**config.mk**
```make
export PLATFORM = sky130hd
export DESIGN_NAME = hub_plane_serializer
export DESIGN_NICKNAME = d
export VERILOG_FILES = /design/src/rtl/hub_ser_pkg.sv /design/src/rtl/lane_bit_pick.sv /design/src/rtl/column_gather.sv /design/src/rtl/pclk_sequencer.sv /design/src/rtl/hub_plane_serializer.sv
export SDC_FILE = /design/constraint.sdc
export NUM_CORES = 1
export LEC_CHECK = 0
export BUFFER_PORTS_ARGS = -buffer_cell sky130_fd_sc_hd__buf_2
export CAP_MARGIN = 20
export CORE_MARGIN = 8
export CORE_UTILIZATION = 55
export DETAILED_ROUTE_END_ITERATION = 6
export GPL_TIMING_DRIVEN = 0
export PLACE_DENSITY_LB_ADDON = 0.2
export SLEW_MARGIN = 5
export SYNTH_ARGS = -nofsm -noshare
export SYNTH_HDL_FRONTEND = slang
export SYNTH_SLANG_ARGS = --single-unit
```
**constraint.sdc**
```tcl
create_clock -name clk -period 5.23 [get_ports clk]
set_input_delay 0.523 -clock clk [delete_from_list [all_inputs] [get_ports clk]]
set_output_delay 0.523 -clock clk [all_outputs]
set_load 0.03 [all_outputs]
```
**src/rtl/hub_ser_pkg.sv**
```systemverilog
// Package: shared types for the bit-plane serializer.
// Assumes: nothing beyond IEEE 1800-2017.
package hub_ser_pkg;

    // Phases of one column: gather words, settle data, hold shift clock high.
    typedef enum logic [1:0] {
        SQ_GATHER = 2'd0,
        SQ_SETTLE = 2'd1,
        SQ_HIGH   = 2'd2
    } sq_state_e;

    // Word position inside a column group.
    localparam int unsigned WORDS_PER_COL = 4;

endpackage

```
**src/rtl/lane_bit_pick.sv**
```systemverilog
// Module: lane_bit_pick
// Picks bit sel_i from both 16-bit lanes of a packed word.
// Assumes: sel_i width is exactly log2 of the lane width.
module lane_bit_pick #(
    parameter int LANE_W  = 16,
    parameter int PLANE_W = $clog2(LANE_W)
) (
    input  logic [2*LANE_W-1:0] word_i,
    input  logic [PLANE_W-1:0]  sel_i,
    output logic                lo_bit_o,
    output logic                hi_bit_o
);

    logic [LANE_W-1:0] lo_lane;
    logic [LANE_W-1:0] hi_lane;

    // Split the word into its two lanes.
    assign lo_lane = word_i[LANE_W-1:0];
    assign hi_lane = word_i[2*LANE_W-1:LANE_W];

    // Select the plane bit out of each lane.
    assign lo_bit_o = lo_lane[sel_i];
    assign hi_bit_o = hi_lane[sel_i];

endmodule

```
**src/rtl/column_gather.sv**
```systemverilog
// Module: column_gather
// Tracks the word position within a column and keeps the plane bits of
// the first three words, so that the full six-bit column is ready when the
// fourth word is present.
// Assumes: take_i is a completed handshake; words come in column order.
module column_gather #(
    parameter int LANE_W  = 16,
    parameter int PLANE_W = $clog2(LANE_W)
) (
    input  logic                clk,
    input  logic                rst_n,
    input  logic                take_i,
    input  logic [2*LANE_W-1:0] word_i,
    input  logic [PLANE_W-1:0]  sel_i,
    output logic [1:0]          pos_o,
    output logic                last_o,
    output logic [5:0]          col_o
);

    logic       lo_bit;
    logic       hi_bit;
    logic [1:0] pos_q;
    logic       red_up_q;
    logic       grn_up_q;
    logic       blu_up_q;
    logic       red_dn_q;

    lane_bit_pick #(
        .LANE_W (LANE_W),
        .PLANE_W(PLANE_W)
    ) u_pick (
        .word_i  (word_i),
        .sel_i   (sel_i),
        .lo_bit_o(lo_bit),
        .hi_bit_o(hi_bit)
    );

    // Advance the word position and store the plane bits per word slot.
    always_ff @(posedge clk) begin
        if (!rst_n) begin
            pos_q    <= 2'd0;
            red_up_q <= 1'b0;
            grn_up_q <= 1'b0;
            blu_up_q <= 1'b0;
            red_dn_q <= 1'b0;
        end else if (take_i) begin
            pos_q <= pos_q + 2'd1;
            case (pos_q)
                2'd0: red_up_q <= hi_bit;
                2'd1: begin
                    grn_up_q <= lo_bit;
                    blu_up_q <= hi_bit;
                end
                2'd2: red_dn_q <= hi_bit;
                default: ;
            endcase
        end
    end

    // Complete column: the fourth word supplies the lower green and blue.
    assign pos_o  = pos_q;
    assign last_o = (pos_q == 2'd3);
    assign col_o  = {hi_bit, lo_bit, red_dn_q, blu_up_q, grn_up_q, red_up_q};

endmodule

```
**src/rtl/pclk_sequencer.sv**
```systemverilog
// Module: pclk_sequencer
// Runs the per-column phases: gather (ready), one settle cycle, then
// CLK_HI cycles of shift clock high. Counts columns and pulses done at
// the end of the last column of a row.
// Assumes: col_in_i is asserted only in the gather phase.
module pclk_sequencer
    import hub_ser_pkg::*;
#(
    parameter int COLS   = 64,
    parameter int CLK_HI = 8
) (
    input  logic clk,
    input  logic rst_n,
    input  logic col_in_i,
    output logic ready_o,
    output logic pclk_o,
    output logic row_first_o,
    output logic done_o
);

    localparam int COL_W = (COLS > 1) ? $clog2(COLS) : 1;
    localparam int HI_W  = (CLK_HI > 1) ? $clog2(CLK_HI) : 1;
    localparam logic [COL_W-1:0] COL_LAST = COL_W'(COLS - 1);
    localparam logic [HI_W-1:0]  HI_LAST  = HI_W'(CLK_HI - 1);

    sq_state_e        st_q;
    logic [HI_W-1:0]  hi_cnt_q;
    logic [COL_W-1:0] col_cnt_q;
    logic             done_q;

    // Column phase machine with pulse-length and column counters.
    always_ff @(posedge clk) begin
        if (!rst_n) begin
            st_q      <= SQ_GATHER;
            hi_cnt_q  <= '0;
            col_cnt_q <= '0;
            done_q    <= 1'b0;
        end else begin
            done_q <= 1'b0;
            case (st_q)
                SQ_GATHER: if (col_in_i) st_q <= SQ_SETTLE;
                SQ_SETTLE: begin
                    st_q     <= SQ_HIGH;
                    hi_cnt_q <= '0;
                end
                SQ_HIGH: begin
                    if (hi_cnt_q == HI_LAST) begin
                        st_q <= SQ_GATHER;
                        if (col_cnt_q == COL_LAST) begin
                            col_cnt_q <= '0;
                            done_q    <= 1'b1;
                        end else begin
                            col_cnt_q <= col_cnt_q + 1'b1;
                        end
                    end else begin
                        hi_cnt_q <= hi_cnt_q + 1'b1;
                    end
                end
                default: st_q <= SQ_GATHER;
            endcase
        end
    end

    // Phase decodes driven to the ports.
    assign ready_o     = (st_q == SQ_GATHER);
    assign pclk_o      = (st_q == SQ_HIGH);
    assign row_first_o = (col_cnt_q == '0);
    assign done_o      = done_q;

endmodule

```
**src/rtl/hub_plane_serializer.sv**
```systemverilog
// Module: hub_plane_serializer (top)
// Streams one panel row for one bit plane: four words per column, six
// data bits per column, one shift-clock pulse per column.
// Assumes: the plane selector is meant per row; COLS >= 1, CLK_HI >= 1.
module hub_plane_serializer #(
    parameter int COLS   = 64,
    parameter int CLK_HI = 8,
    parameter int LANE_W = 16
) (
    input  logic                        clk,
    input  logic                        rst_n,
    input  logic [$clog2(LANE_W)-1:0]   plane_i,
    input  logic [2*LANE_W-1:0]         word_i,
    input  logic                        word_valid_i,
    output logic                        word_ready_o,
    output logic [5:0]                  rgb_o,
    output logic                        pclk_o,
    output logic                        row_done_o
);

    localparam int PLANE_W = $clog2(LANE_W);

    logic               take;
    logic               ready;
    logic               row_first;
    logic [1:0]         pos;
    logic               last;
    logic [5:0]         col_bits;
    logic [PLANE_W-1:0] plane_q;
    logic [PLANE_W-1:0] plane_eff;
    logic [5:0]         rgb_q;
    logic               row_head;

    assign take     = word_valid_i && ready;
    assign row_head = row_first && (pos == 2'd0);

    // The first word of a row uses the live selector; later words the held one.
    assign plane_eff = row_head ? plane_i : plane_q;

    column_gather #(
        .LANE_W (LANE_W),
        .PLANE_W(PLANE_W)
    ) u_gather (
        .clk   (clk),
        .rst_n (rst_n),
        .take_i(take),
        .word_i(word_i),
        .sel_i (plane_eff),
        .pos_o (pos),
        .last_o(last),
        .col_o (col_bits)
    );

    pclk_sequencer #(
        .COLS  (COLS),
        .CLK_HI(CLK_HI)
    ) u_seq (
        .clk        (clk),
        .rst_n      (rst_n),
        .col_in_i   (take && last),
        .ready_o    (ready),
        .pclk_o     (pclk_o),
        .row_first_o(row_first),
        .done_o     (row_done_o)
    );

    // Hold the plane for the row and load the data lines per column.
    always_ff @(posedge clk) begin
        if (!rst_n) begin
            plane_q <= '0;
            rgb_q   <= '0;
        end else begin
            if (take && row_head) plane_q <= plane_i;
            if (take && last)     rgb_q   <= col_bits;
        end
    end

    assign word_ready_o = ready;
    assign rgb_o        = rgb_q;

endmodule

```
Yosys cells after proc, flatten, opt, wreduce, memory -nomap -nowiden
Cells that the tools add are included.
{"block": "word_totals", "regBits": 28, "latch_bits": 0, "mem_bits_rw": 0, "rom_bits": 0, "in_bits": 39, "out_inout_bits": 9, "wordCells": 52, "memories": 0}
{"block": "classes", "n_addsub": 3, "n_mul": 0, "n_div": 0, "order_cmp": 1, "eq_ne": 10, "n_shift": 0, "n_mux": 12, "bitwise": 0, "n_reduce_logical": 15}
{"operator": "AND reduction 2 bit", "n": 6}
{"operator": "binary-select mux 1 bit (select 4 bit)", "n": 2}
{"operator": "adder 6 x 1 -> 6 bit, second input constant", "n": 1}
{"operator": "equality test 2 bit, second input constant", "n": 3}
{"operator": "equality test 6 bit, second input constant", "n": 1}
{"operator": "zero test 6 bit", "n": 1}
{"operator": "2-to-1 mux 6 bit", "n": 1}
{"operator": "one-hot mux 2 bit (3 select lines)", "n": 1}
{"operator": "one-hot mux 3 bit (2 select lines)", "n": 1}
{"operator": "less-than comparator 4 x 5 -> 1 bit, second input constant", "n": 1}
{"operator": "equality test 2 x 1 -> 1 bit, second input constant", "n": 2}
{"operator": "logical AND 1 bit", "n": 4}
{"operator": "zero test 2 bit", "n": 2}
{"operator": "2-to-1 mux 2 bit", "n": 2}
{"operator": "2-to-1 mux 4 bit", "n": 1}
{"operator": "!= test 2 x 1 -> 1 bit, second input constant", "n": 2}
{"operator": "adder 3 x 1 -> 3 bit, second input constant", "n": 1}
{"operator": "equality test 3 bit, second input constant", "n": 1}
{"operator": "2-to-1 mux 1 bit", "n": 3}
{"operator": "2-to-1 mux 3 bit", "n": 1}
{"operator": "AND reduction 3 bit", "n": 1}
{"operator": "adder 2 x 1 -> 2 bit, second input constant", "n": 1}
{"operator": "!= test 2 bit, second input constant", "n": 1}
{"operator": "nonzero test 2 bit", "n": 1}

Longest topological paths before layout
Gate-level depths: netlist (run 1).
{"block": "logic_depth", "depth_word": 5, "depth_mapped": 9, "ltp_nobuf": 8}

Hierarchy
A second synthesis (run 1) with hierarchy kept.
{"block": "unflattened", "cells_unflattened": 177, "hier_area_um2": 1744.2}
{"module": "pclk_sequencer", "instances": 1, "cells_per_inst": 76, "area_each_um2": 673.1, "seq_area_each_um2": 240.2}
{"module": "hub_plane_serializer", "instances": 1, "cells_per_inst": 45, "area_each_um2": 473.0, "seq_area_each_um2": 200.2}
{"module": "column_gather", "instances": 1, "cells_per_inst": 35, "area_each_um2": 329.1, "seq_area_each_um2": 120.1}
{"module": "lane_bit_pick", "instances": 1, "cells_per_inst": 21, "area_each_um2": 269.0, "seq_area_each_um2": 0.0}

Least setup slack after synthesis (run 1)
No wires, ideal clock.
{"block": "synth_timing", "kind": "register to register", "startpoint": "register u_gather.pos_q[0] (netlist: u_gather.pos_o[0])", "endpoint": "register u_gather.red_dn_q", "t_arrival_ps": 2018, "t_required_ps": 5092, "path_slack_ps": 3074, "stages_incl_launch_ff": 10, "path_buffers": 1, "synth_period_minus_slack_ps": 2156, "path_cell_list": "dfxtp_1 > inv_1 > ha_1 > nand2_1 > clkbuf_1 > nor3_2 > nor4_1 > a211oi_2 > nor4_2 > a311oi_1"}
{"block": "synth_via", "elab_chain_cells": 5, "elab_cells_between_ends": 7, "classes_between": "eq/ne: 1; mux: 3; reduce/logical: 3"}
{"element": "from (decl)", "line": "column_gather.sv:22", "source": "logic [1:0] pos_q;"}
{"element": "from (signal assigned)", "line": "column_gather.sv:47", "source": "pos_q <= pos_q + 2'd1;"}
{"element": "zero test 2 bit", "line": "hub_plane_serializer.sv:35", "source": "assign row_head = row_first && (pos == 2'd0);"}
{"element": "logical AND 1 bit", "line": "hub_plane_serializer.sv:35"}
{"element": "2-to-1 mux 4 bit", "line": "hub_plane_serializer.sv:38", "source": "assign plane_eff = row_head ? plane_i : plane_q;"}
{"element": "binary-select mux 1 bit (select 4 bit)", "line": "lane_bit_pick.sv:23", "source": "assign hi_bit_o = hi_lane[sel_i];"}
{"element": "2-to-1 mux 1 bit (not written as such)", "line": "lane_bit_pick.sv:23"}
{"element": "to (signal assigned)", "line": "column_gather.sv:54", "source": "2'd2: red_dn_q <= hi_bit;"}
{"element": "to (decl)", "line": "column_gather.sv:26", "source": "logic red_dn_q;"}
Several ways; a longest one is shown, not always the timed one. The select of a mux whose other input is x is not followed.
A chain may end at the register's enable or synchronous reset.

Worst setup path in the final report (run 1)
{"block": "layout_timing", "startpoint": "register u_gather.pos_q[0] (netlist: u_gather.pos_o[0])", "endpoint": "register u_gather.red_up_q"}
{"block": "layout_via", "elab_chain_cells": 5, "elab_cells_between_ends": 6, "classes_between": "mux: 3; reduce/logical: 3"}
{"element": "zero test 2 bit (*)", "line": "column_gather.sv:48, hub_plane_serializer.sv:35"}
{"element": "logical AND 1 bit", "line": "hub_plane_serializer.sv:35"}
{"element": "2-to-1 mux 4 bit", "line": "hub_plane_serializer.sv:38"}
{"element": "binary-select mux 1 bit (select 4 bit)", "line": "lane_bit_pick.sv:23"}
{"element": "2-to-1 mux 1 bit (not written as such)", "line": "lane_bit_pick.sv:23"}
{"element": "to (signal assigned)", "line": "column_gather.sv:49", "source": "2'd0: red_up_q <= hi_bit;"}
{"element": "to (decl)", "line": "column_gather.sv:23", "source": "logic red_up_q;"}
Every way passes the cells marked *; elsewhere a longest branch is shown, timed or not. The select of a mux whose other input is x is not followed.

==> results of run 1 <==
==> flip-flops by register name, indices dropped and copies added (netlist names) <==
| register | count |
|---|---|
| u_gather.red_dn_q | 1 |
| u_gather.grn_up_q | 1 |
| u_gather.blu_up_q | 1 |
| plane_q | 4 |
| rgb_o | 6 |
| u_seq.st_q | 2 |
| u_seq.done_o | 1 |
| u_seq.hi_cnt_q | 3 |
| u_gather.red_up_q | 1 |
| u_seq.col_cnt_q | 6 |
| u_gather.pos_o | 2 |
==> report_power, final <==
| part | switching, mW | leakage [nW] | internal, mW |
|---|---|---|---|
| combinational | 0.0974 | 0.728 | 0.0615 |
| sequential | 0.00486 | 0.227 | 0.221 |
| clock | 0.0673 | 0.0357 | 0.103 |
| total | 0.170 | 0.990 | 0.385 |
==> logic make-up (layout without fill, tap and decap cells) <==
group                    after synthesis  in the layout  synth area share (%)
multiplexers                          10             10                 5.123
XOR/XNOR                               6              6                 2.532
AO/OA/AOI/OAI                         77             77                 23.81
flip-flops                            28             28                 27.00
buffers and inverters                 31             80                 6.208
adder cells (fa/ha/maj)                8              8                 4.822
AND/OR/NAND/NOR                      120            120                 30.50
==> metrics by stage <==
step           total power [mW]  utilization (%)
6_report                 0.5541            66.94
5_1_grt                  0.5800            66.94
4_1_cts                  0.5537            66.94
3_5_place_dp             0.3837            64.98
3_3_place_gp             0.3818            64.98
2_1_floorplan            0.3387                -
==> layout make-up <==
class	count	area (um2)	share of cell area, %
inverters	12	45.04	1.852
flip-flops and latches	28	560.5	23.05
well taps	48	60.06	2.469
clock buffers	3	41.29	1.698
multi-input cells	221	1386	57.00
repair buffers	45	225.2	9.259
plain buffers	19	83.83	3.447
clock inverters	1	30.03	1.235
==> path summary, 6_finish.rpt <==
| path | startpoint | end | slack [ns] | cells after the start |
|---|---|---|---|---|
| min | u_gather.blu_up_q$_SDFFE_PN0P_ | rgb_o[2]$_SDFFE_PN0P_ | 0.46 | 2 |
| min reg2reg | u_gather.blu_up_q$_SDFFE_PN0P_ | rgb_o[2]$_SDFFE_PN0P_ | 0.46 | 2 |
| max | u_gather.pos_o[0]$_SDFFE_PN0P_ | u_gather.red_up_q$_SDFFE_PN0P_ | 2.53 | 9 |
| max reg2reg | u_gather.pos_o[0]$_SDFFE_PN0P_ | u_gather.red_up_q$_SDFFE_PN0P_ | 2.53 | 9 |
==> layer usage <==
| metal | global-route usage [%] | share of wire [%] | vias up |
|---|---|---|---|
| met5 | 0 | 0 | - |
| met4 | 4.906 | 1.8 | 0 |
| met3 | 4.954 | 6.8 | 12 |
| met2 | 30.92 | 46 | 88 |
| met1 | 22.97 | 46 | 1052 |
| li1 | - | - | 1099 |
==> cell usage after synthesis, drive strengths merged, types with 3 or more instances <==
cell type  instances
o21ai             19
mux2i              8
nand3             15
nor2              31
nor2b              5
dfxtp             28
clkbuf            16
nand3b             3
nand4b             4
nor3               6
buf                3
a21oi             29
a211oi             5
nor4               5
nand2             27
ha                 8
nand2b            12
a31oi              6
and2               4
xnor2              4
inv               12
a311oi             5
and3               4
==> worst max-delay path, delay by kind of cell (launching register included) <==
family / cells / cell delay [ns]
fa+ha+maj: 1 / 0.26
buf+inv: 2 / 0.53
flops: 1 / 0.41
compound gates: 2 / 0.30
simple gates: 4 / 1.09
==> out/qor.csv, run 1 <==
stage,metric,value,unit
die,Die Span Y,77.44,um
finish,"commonest non-fill, non-tap cells in the layout","buf_2, nor2_1, a21oi_1",
run_status,status,"complete, no violations",
place,pre-CTS WS,2.638,ns
setup_path,worst path cell trace,"inv_1, ha_1, nand2_1, clkbuf_1, nor3_2, nor4_1, a211oi_2, nor4_2, a311oi_1",
detailed_routing,number of detailed-route iterations in the first pass,4,
clock_network,H-tree depth,1,
finish,fin cells,377,
sta,Final period util,51.64,%
place,# port buffers,45,
detailed_routing,Total Wirelength,5839,um
sta,"Hold Vio Cnt, Final",0,
die,Ports,48,
finish,nets,377,
sta,RSZ-0062 raised after global routing,false,
setup_path,"Slowest-stage cell, CP",nor4_2,
detailed_routing,Avg WL per Cell,15.49,um
place,gpl congestion,0.9132,
global_route,GRT Residual Overflow,0,
detailed_routing,DRC,0,
pwr,Max IR drop VDD,0.0001824,V
finish,fin area,0.002432,mm2
setup_path,critical path launch point type,flop,
global_route,largest net degree at the start of global routing,17,
synth,Yosys reg bits,28,
synth,"Avg Cell Area, Syn",7.413,um2
clock_network,CTS Buf Count,3,
place,"Cell Area, Placed",0.002361,mm2
synth,Syn Nets,327,
synth,"area leader, netlist",dfxtp_1,
setup_path,kind of critical path,flop to flop,
synth,Post-Syn Instances,280,
global_route,first-pass GRT wire length,9604,um
sta,Clock Skews,0.009374,ns
die,die width,77.44,um
clock_network,Post-CTS Hold Buffers,0,
clock_network,post-CTS setup buffer count,0,
setup_path,crit end category,flop,
sta,Final Critical Period,2.701,ns
sta,fmax,370.3,MHz
pwr,pwr/cell area,227.8,mW/mm2
clock_network,Clock Latency Late Sink,0.28,ns
detailed_routing,Via density,5.971,
finish,Ant. Diodes,0,
sta,worst-margin pin slew,0.5079,ns
clock_network,root buffer cell,clkbuf_8,
synth,synth warn,0,
clock_network,clock-pin slew on the worst setup and hold paths,0.10,ns
synth,Yosys cell types,51,
detailed_routing,via count,2251,
setup_path,CP required,5.38,ns
sta,Setup TNS,0,ns
synth,synthesized cell area,0.002076,mm2
finish,Fill cells,330,
synth,ys flop type,dfxtp_1,
setup_path,Worst EP arrival,2.85,ns
synth,Synth top area share,27.00,%
global_route,initial antenna violation count,0,
die,row cnt,22,
setup_path,max incr delay on CP,0.50,ns
sta,setup slack after layout,2.529,ns
clock_network,Max Root-Sink Buffers,2,
synth,Post-synth EDFFs,0,
die,Initial Utilization,57.13,%
setup_path,CP Max Fanout,10,
place,post-DP HPWL,4388,um
detailed_routing,antenna-violating nets left,0,
clock_network,Clock Sink Count,28,
sta,Final Max Tran Viols,0,
place,total placed cells including tap cells,373,
synth,Area contributors post-synth,"dfxtp_1, a21oi_1, nor2_1",
global_route,Tot GR Track Use,18.55,%
finish,P&R area growth vs syn,17.18,%
detailed_routing,initial drt markers,224,
sta,# setup viols final,0,
global_route,number of global-route vias before repair,2134,
pwr,Leak,0.9903,nW
synth,sequential cell area fraction in the yosys report,27.00,%
sta,Hold Slack,0.4603,ns
finish,layout cells sized above 1,19.45,%
synth,Async SR Flop Fraction,0,%
finish,"commonest non-fill, non-tap cell in the layout",buf_2,
clock_network,cts repair resizes,0,
min_path,Hold WC Path Type,flop to flop,
clock_network,CTS tree,yes,
job,Max-Cap Viols,0,
sta,worst rel slew slack,65.86,%
die,Placeable Area,0.003633,mm2
die,Die ar.,0.005996,mm2
Power figures use the tool's default switching activity.
==> inputs of run 2 (changes only) <==
- CORE_UTILIZATION: 55 -> 54
- clock period: 5.23 -> 2.65 ns (I/O delays scaled with it)
==> out/qor.csv, run 2 (synthesis gave the netlist of run 1 again) <==
stage,metric,value,unit
die,row cnt,22,
die,Initial Utilization,56.28,%
detailed_routing,Avg WL per Cell,14.79,um
global_route,initial antenna violation count,0,
setup_path,crit end category,flop,
detailed_routing,via count,2189,
setup_path,Critical R2R Launch,u_gather.pos_o[0]$_SDFFE_PN0P_,
clock_network,Clock Sink Count,28,
detailed_routing,antenna-violating nets left,0,
finish,"commonest non-fill, non-tap cell in the layout",buf_2,
min_path,Hold WC Path Type,input pin to flop,
pwr,Max IR drop VDD,0.0003362,V
place,post-DP HPWL,4301,um
setup_path,buffers and inverters on the worst path,2,
pwr,sequential share of power,41.0,%
detailed_routing,number of detailed-route iterations in the first pass,4,
finish,nets,377,
detailed_routing,Via density,5.806,
place,total placed cells including tap cells,373,
setup_path,kind of critical path,flop to flop,
place,gpl congestion,0.9146,
sta,fmax,397.6,MHz
finish,register area,560.5,um2
pwr,Sw Pwr,0.3238,mW
sta,RSZ-0062 raised after global routing,false,
min_path,hold path endpoint,rgb_o[4]$_SDFFE_PN0P_,
die,Placeable Area,0.003689,mm2
clock_network,Clock Latency Late Sink,0.27,ns
sta,Final Max Tran Viols,0,
clock_network,Max Root-Sink Buffers,2,
finish,fin cells,377,
setup_path,max incr delay on CP,0.40,ns
min_path,min-delay src,rst_n,
pwr,Leak,0.9982,nW
setup_path,CP required,2.79,ns
die,Ports,48,
finish,fin util,66.28,%
die,Die ar.,0.006084,mm2
setup_path,R2R Setup Slk,0.13,ns
sta,"Hold Vio Cnt, Final",0,
setup_path,r2r worst-path depth,9,
clock_network,clock-pin slew on the worst setup and hold paths,0.09,ns
clock_network,CTS Buf Count,3,
setup_path,critical path launch point type,flop,
place,# port buffers,45,
detailed_routing,Total Wirelength,5576,um
finish,Fill cells,341,
job,Max-Cap Viols,0,
pwr,Comb power frac,29.1,%
finish,layout cells sized above 1,19.76,%
die,die width,78,um
global_route,Tot GR Track Use,17.75,%
finish,Multi-input gate area,0.001395,mm2
setup_path,reg-to-reg endpoint,u_gather.red_up_q$_SDFFE_PN0P_,
setup_path,cell mode on critical path,a311oi_1,
sta,Final Critical Period,2.515,ns
setup_path,CP Max Fanout,10,
pwr,Net Sw Frac,29.79,%
clock_network,H-tree depth,1,
run_status,status,"complete, no violations",
global_route,first-pass GRT wire length,9232,um
pwr,Int Pwr,0.7631,mW
global_route,largest net degree at the start of global routing,17,
sta,# setup viols final,0,
min_path,Worst Hold Depth,3,
pwr,power share of the clock group,29.9,%
sta,worst-margin pin slew,0.5025,ns
sta,Final period util,94.91,%
pwr,pwr/cell area,444.6,mW/mm2
sta,Setup TNS,0,ns
setup_path,worst path cell trace,"inv_1, ha_1, and2_1, clkbuf_4, nand2_1, a311oi_1, o21ai_1, nor4_4, a311oi_1",
clock_network,CTS tree,yes,
setup_path,crit-path leading delay family,simple AND/OR/NAND/NOR gates,
setup_path,"Slowest-stage cell, CP",nor4_4,
detailed_routing,initial drt markers,228,
clock_network,root buffer cell,clkbuf_8,
finish,"commonest non-fill, non-tap cells in the layout","buf_2, nor2_1, a21oi_1",
clock_network,Post-CTS Hold Buffers,0,
detailed_routing,DRC,0,
global_route,GRT Residual Overflow,0,
global_route,number of global-route vias before repair,2065,
finish,P&R area growth vs syn,17.78,%
sta,Clock Skews,0.008119,ns
die,Die Span Y,78,um
setup_path,Worst EP arrival,2.66,ns
finish,Ant. Diodes,0,
sta,worst rel slew slack,66.19,%
## run 2: power groups by stage
stage,logic (mW),clock network [mW],registers (mW)
3_5_place_dp,0.300,0,0.455
4_1_cts,0.303,0.340,0.445
2_1_floorplan,0.215,0,0.453
6_report,0.316,0.326,0.445
5_1_grt,0.346,0.349,0.447
3_3_place_gp,0.295,0,0.455
## run 2: final cells by class
class | count | share of cell area [%]
Clock inverter | 1 | 1.228
Tap cell | 48 | 2.457
Sequential cell | 28 | 22.93
Buffer | 19 | 3.582
Inverter | 12 | 1.842
Clock buffer | 3 | 1.689
Timing Repair Buffer | 45 | 9.212
Multi-Input combinational cell | 221 | 57.06
## run 2: how the worst max path moves through the flow
stage / from / endpoint / slack, ns / cells past startpoint
finish: u_gather.pos_o[0]$_SDFFE_PN0P_ / u_gather.red_up_q$_SDFFE_PN0P_ / 0.13 / 9
global route: u_gather.pos_o[0]$_SDFFE_PN0P_ / u_gather.red_dn_q$_SDFFE_PN0P_ / 0.02 / 9
CTS: u_gather.pos_o[0]$_SDFFE_PN0P_ / u_gather.red_up_q$_SDFFE_PN0P_ / 0.06 / 9
detailed placement: u_gather.pos_o[0]$_SDFFE_PN0P_ / u_gather.red_up_q$_SDFFE_PN0P_ / 0.10 / 9
global placement: u_gather.pos_o[0]$_SDFFE_PN0P_ / u_gather.red_dn_q$_SDFFE_PN0P_ / 0.13 / 9
floorplan: u_gather.pos_o[0]$_SDFFE_PN0P_ / u_gather.red_dn_q$_SDFFE_PN0P_ / 0.49 / 9
## run 2: tightest hold or removal path, cell delays in order
cell and delay [ns]:
buf_2 0.15, o21ai_0 0.08, a31oi_1 0.04
## run 2: repair_timing
action / in CTS / in global routing
setup endpoints to repair: 0 / 5
buffers inserted: 0 / 0
gates resized for setup: 0 / 4
## run 2: stage by stage
| step | setup slack (ns) | instance area (um2) | power, mW | hold WS, ns |
|---|---|---|---|---|
| 6_report | 0.1349 | 2445 | 1.087 | 0.3034 |
| 3_3_place_gp | 0.1308 | 2361 | 0.7500 | 0.4421 |
| 3_5_place_dp | 0.1013 | 2361 | 0.7553 | 0.4453 |
| 5_1_grt | 0.01664 | 2445 | 1.143 | 0.2984 |
| 2_1_floorplan | 0.4935 | 2076 | 0.6685 | 0.4033 |
| 4_1_cts | 0.05509 | 2432 | 1.088 | 0.2902 |
## run 2: layer usage
metal	GRT usage [%]	vias up	wire length, um
met1	22.92	981	2524
met3	3.802	6	491
met4	4.630	0	61
li1	-	1102	-
met5	0	-	0
met2	29.16	100	2498
